$ cat src/rtl/blink_pkg.sv
package blink_pkg;

    // Playback phase of the sequencer
    typedef enum logic [1:0] {
        PH_IDLE = 2'd0,
        PH_DARK = 2'd1,
        PH_LIT  = 2'd2,
        PH_SEP  = 2'd3
    } phase_e;

    // Lit length, in units, for one bit value
    function automatic int unsigned lit_units(input logic b);
        return b ? 3 : 1;
    endfunction

    // Pin level for a lit / dark request
    function automatic logic pin_level(input logic lit, input bit active_low);
        return active_low ? ~lit : lit;
    endfunction

    // Widest phase length in units
    function automatic int unsigned max_phase(input int unsigned sep);
        return (sep > 3) ? sep : 3;
    endfunction

endpackage

$ cat src/rtl/blink_unit_timer.sv
module blink_unit_timer #(
    parameter int unsigned UNIT_TICKS = 1000
) (
    input  logic clk,
    input  logic rst,
    input  logic run,
    input  logic tick,
    output logic unit_end
);
    localparam int unsigned TW = (UNIT_TICKS > 1) ? $clog2(UNIT_TICKS) : 1;
    localparam logic [TW-1:0] LAST = TW'(UNIT_TICKS - 1);

    logic [TW-1:0] cnt_q;

    assign unit_end = run && tick && (cnt_q == LAST);

    always_ff @(posedge clk) begin
        if (rst || !run) begin
            cnt_q <= '0;
        end else if (tick) begin
            cnt_q <= (cnt_q == LAST) ? '0 : cnt_q + 1'b1;
        end
    end
endmodule

$ cat src/rtl/blink_word_reg.sv
module blink_word_reg #(
    parameter int unsigned WORD_W = 32
) (
    input  logic              clk,
    input  logic              rst,
    input  logic              load,
    input  logic [WORD_W-1:0] code,
    input  logic              advance,
    output logic              cur_bit,
    output logic              last_bit
);
    localparam int unsigned IW = (WORD_W > 1) ? $clog2(WORD_W) : 1;
    localparam logic [IW-1:0] TOP = IW'(WORD_W - 1);

    logic [WORD_W-1:0] word_q;
    logic [IW-1:0]     idx_q;

    assign cur_bit  = word_q[idx_q];
    assign last_bit = (idx_q == '0);

    always_ff @(posedge clk) begin
        if (rst) begin
            word_q <= '0;
            idx_q  <= TOP;
        end else if (load) begin
            word_q <= code;
            idx_q  <= TOP;
        end else if (advance) begin
            idx_q  <= last_bit ? TOP : idx_q - 1'b1;
        end
    end
endmodule

$ cat src/rtl/blink_phase_seq.sv
module blink_phase_seq
    import blink_pkg::*;
#(
    parameter int unsigned SEP_UNITS = 10
) (
    input  logic   clk,
    input  logic   rst,
    input  logic   trig,
    input  logic   unit_end,
    input  logic   cur_bit,
    input  logic   last_bit,
    output phase_e phase,
    output logic   load,
    output logic   advance
);
    localparam int unsigned MAXL = max_phase(SEP_UNITS);
    localparam int unsigned UW   = $clog2(MAXL + 1);

    phase_e        ph_q;
    logic [UW-1:0] ucnt_q;
    logic [UW-1:0] len;
    logic          done;

    always_comb begin
        case (ph_q)
            PH_LIT:  len = UW'(lit_units(cur_bit));
            PH_SEP:  len = UW'(SEP_UNITS);
            default: len = UW'(1);
        endcase
    end

    assign done    = unit_end && (ucnt_q == len - 1'b1);
    assign load    = (ph_q == PH_IDLE) && trig;
    assign advance = (ph_q == PH_LIT) && done;
    assign phase   = ph_q;

    always_ff @(posedge clk) begin
        if (rst) begin
            ph_q   <= PH_IDLE;
            ucnt_q <= '0;
        end else begin
            if (done || ph_q == PH_IDLE) begin
                ucnt_q <= '0;
            end else if (unit_end) begin
                ucnt_q <= ucnt_q + 1'b1;
            end
            case (ph_q)
                PH_IDLE: if (trig) ph_q <= PH_DARK;
                PH_DARK: if (done) ph_q <= PH_LIT;
                PH_LIT:  if (done) ph_q <= last_bit ? PH_SEP : PH_DARK;
                PH_SEP:  if (done) ph_q <= PH_DARK;
                default: ph_q <= PH_IDLE;
            endcase
        end
    end
endmodule

$ cat src/rtl/blink_fault_code.sv
module blink_fault_code
    import blink_pkg::*;
#(
    parameter int unsigned WORD_W     = 32,
    parameter int unsigned UNIT_TICKS = 1000,
    parameter int unsigned GAP_UNITS  = 10,
    parameter bit          ACTIVE_LOW = 1'b0
) (
    input  logic              clk,
    input  logic              rst,
    input  logic              trig_i,
    input  logic [WORD_W-1:0] code_i,
    input  logic              tick_i,
    output logic              led_o
);
    phase_e phase;
    logic   unit_end, cur_bit, last_bit, load, advance, running;

    assign running = (phase != PH_IDLE);

    blink_unit_timer #(.UNIT_TICKS(UNIT_TICKS)) u_timer (
        .clk(clk), .rst(rst), .run(running), .tick(tick_i), .unit_end(unit_end)
    );

    blink_word_reg #(.WORD_W(WORD_W)) u_word (
        .clk(clk), .rst(rst), .load(load), .code(code_i),
        .advance(advance), .cur_bit(cur_bit), .last_bit(last_bit)
    );

    blink_phase_seq #(.SEP_UNITS(GAP_UNITS)) u_seq (
        .clk(clk), .rst(rst), .trig(trig_i), .unit_end(unit_end),
        .cur_bit(cur_bit), .last_bit(last_bit), .phase(phase),
        .load(load), .advance(advance)
    );

    assign led_o = pin_level(phase == PH_LIT, ACTIVE_LOW);
endmodule

$ cat config.mk
export PLATFORM = sky130hd
export DESIGN_NAME = blink_fault_code
export DESIGN_NICKNAME = d
export VERILOG_FILES = /design/src/rtl/blink_pkg.sv /design/src/rtl/blink_unit_timer.sv /design/src/rtl/blink_word_reg.sv /design/src/rtl/blink_phase_seq.sv /design/src/rtl/blink_fault_code.sv
export SDC_FILE = /design/constraint.sdc
export NUM_CORES = 1
export LEC_CHECK = 0
export BUFFER_PORTS_ARGS = -buffer_cell sky130_fd_sc_hd__buf_2
export CAP_MARGIN = 30
export CORE_ASPECT_RATIO = 0.5
export CORE_MARGIN = 4
export CORE_UTILIZATION = 40
export CTS_CLUSTER_SIZE = 28
export DETAILED_ROUTE_END_ITERATION = 10
export PLACE_DENSITY_LB_ADDON = 0.25
export SYNTH_ARGS = -nofsm -noshare
export SYNTH_HDL_FRONTEND = slang
export SYNTH_SLANG_ARGS = --single-unit
$ cat constraint.sdc
create_clock -name clk -period 3.9 [get_ports clk]
set_input_delay 0.39 -clock clk [delete_from_list [all_inputs] [get_ports clk]]
set_output_delay 0.39 -clock clk [all_outputs]
set_load 0.005 [all_outputs]
==> flow_summary_export.csv <==
group,metric,value,unit
sta,final.setup.worst_slack,0.712,ns
hold_path,min_from,"code_i[29]",
global_route,grt.total_usage,0.148,
critical_path,cp_max_fo,11,
sta,skew,0.00234,ns
routing,final_antenna_net_count,0,
clocking,cts_root_buffer,"clkbuf_16",
global_route,grt_pass1_vias,2018,
global_route,grt_overflow,0,
pwr,p_leak,1.18,nW
die,fp.dieW,120,um
yosys,synthCells,294,
cells_and_area,drive_gt1_frac,0.179,
die,die_height,63.8,um
clocking,cts_hold_buffers,0,
clocking,htree_levels,2,
pwr,power.density,442,nW/um2
yosys,synth_area_leader_cell,"dfxtp_1",
critical_path,start_kind,"flop",
sta,tightest_slew,0.926,ns
critical_path,cp.arrival,3.39,ns
die,start_util,0.432,
yosys,yosysSeqAreaShare,0.427,
yosys,syn_area_per_cell,8.46,um2
yosys,synth_edf_count,0,
yosys,yosys_warnings,0,
yosys,netlist.area_leader.share,0.427,
die,fp-row-count,19,
sta,setup-tns-final,0,ns
hold_path,hold_depth,3,
sta,drv_slew,0,
hold_path,hp-class,"in2reg",
global_route,antenna_found_initial,0,
cells_and_area,layout_common_cells,"nand2_1 (74), dfxtp_1 (53), buf_2 (36)",
critical_path,crit_type,"reg2reg",
sta,timing.final.crit_period,3.19,ns
sta,setup_viol,0,
sta,finalHoldViolCount,0,
routing,totalWireLength,5210,um
critical_path,r2r_cells,11,
placed_design,place_congestion,0.822,
routing,wl_per_cell,12.8,um
clocking,cts_tree,"yes",
critical_path,worstPathRequired,4.11,ns
clocking,insertion_delay,0.29,ns
routing,met3_wirelength,202,um
clocking,numCtsBuffers,5,
routing,dr_total_vias,2080,
die,pin_count,37,
yosys,syn-cell-area,2490,um2
yosys,async_flop_share,0,
sta,maxSlewHeadroom,0.378,
pwr,peakVddDrop,177,uV
routing,routed_via_density,5.10,
routing,remaining_drc_errors,0,
critical_path,ff2ff_setup_slack,0.71,ns
placed_design,dp_hpwl,3770,um
routing,drt-initial-drc-count,76,
routing,drt_first_pass_iters,4,
sta,period_share,0.817,
cells_and_area,diodes,0,
cells_and_area,nets,368,
routing,routed.top_layer,"met4",
yosys,synth_area_leaders,"dfxtp_1 (43%), nand2_1 (11%), a21oi_1 (6.4%)",
placed_design,io_buffer_count,36,
job,cap_violations,0,
clocking,cts_setup_buffers,0,
routing,wl_met1,2490,um
outcome,outcome,"complete, no violations",
clocking,cts_buffer_depth,2,
yosys,ys_seq_elements,53,
critical_path,setup.worst_path.end_class,"flop",
die,core,5750,um2
yosys,synthDistinctLibCells,37,
routing,routed-wl-met2,2430,um
clocking,clkSlewWorstSetupHoldPaths,0.07,ns
clocking,cts_sinks,53,
cells_and_area,area_growth,17.0,%
placed_design,place_ws,0.736,ns
cells_and_area,mostFrequentLayoutCell,"nand2_1",
critical_path,crit-reg2reg-launch,"u_word.idx_q[0]",
sta,rsz0062_at_grt,"no",
global_route,grt_max_degree,40,
die,die_area,7620,um2
clocking,post_cts_resized,0,
critical_path,crit_path_start,"u_word.idx_q[0]",
yosys,ys.flop_type,"dfxtp_1",
yosys,syn_nets,339,
sta,fmax,0.314,GHz
global_route,grt_pass1_wl,9060,um
==> where the power goes <==
part | leakage (nW) | internal, mW | total [mW] | switching, mW
Combinational | 0.680 | 0.106 | 0.240 | 0.134
Sequential | 0.432 | 0.585 | 0.609 | 0.0244
Clock | 0.0631 | 0.238 | 0.437 | 0.198
==> synthesized netlist by cell type, drive strengths merged (3+ instances only) <==
| master | number |
|---|---|
| ha | 9 |
| nand3 | 6 |
| nor2 | 20 |
| nand4 | 3 |
| or3 | 3 |
| inv | 7 |
| clkbuf | 15 |
| nand3b | 3 |
| mux2i | 7 |
| dfxtp | 53 |
| mux4 | 5 |
| mux2 | 3 |
| a21oi | 32 |
| xnor2 | 6 |
| o311ai | 3 |
| nand2 | 75 |
| xor2 | 8 |
| nor3 | 5 |
| o21ai | 5 |
| nor4 | 6 |
| a211oi | 3 |
==> metal layers <==
layer	up-vias	GRT usage
met4	0	0.0728
met3	7	0.0441
met1	976	0.185
li1	1065	-
met5	-	0
met2	32	0.239
==> through the flow <==
stage	std cells	power (mW)	instance area, um2	util	hold WS (ns)
after global placement	398	0.828	2710	0.471	0.445
after detailed placement	400	0.863	2770	0.481	0.447
after global routing	408	1.36	2910	0.506	0.319
after floorplan	294	0.776	2490	-	0.433
final	408	1.29	2910	0.506	0.327
after CTS	408	1.30	2910	0.506	0.317
==> critical path: stages, from the launching register on <==
cell and delay [ns]:
dfxtp_1 0.60, mux4_2 0.57, mux2_2 0.27, nand2_1 0.06
o311ai_0 0.13, o211ai_1 0.12, ha_1 0.27, xnor2_1 0.13
a211oi_2 0.34, nand2_4 0.15, a21o_1 0.22, a211oi_1 0.24
==> final timing paths <==
path                                     endpoint
worst min-delay path            u_word.word_q[29]
worst min register to register  u_word.word_q[23]
worst max register to register     u_seq.phase[0]
worst max-delay path               u_seq.phase[0]
==> sequential cells by signal, indices dropped and copies added, names as in the netlist <==
signal         cells
u_word.word_q     32
u_timer.cnt_q     10
u_word.idx_q       5
u_seq.ucnt_q       4
u_seq.phase        2
==> layout make-up <==
class                   instances  area, um2
clock buffers                   6        129
clock inverters                 2       15.0
fillers                       567       2840
inverters                       7       26.3
multi-input cells             218       1340
flip-flops and latches         53       1060
well taps                      84        105
repair buffers                 38        235
==> kinds of logic after synthesis <==
family | synth area share
AO/OA/AOI/OAI | 0.116
XOR/XNOR | 0.0493
adder cells (fa/ha/maj) | 0.0453
buffers and inverters | 0.0352
flip-flops | 0.427
multiplexers | 0.0870
AND/OR/NAND/NOR | 0.240
Power figures use the tool's default switching activity.
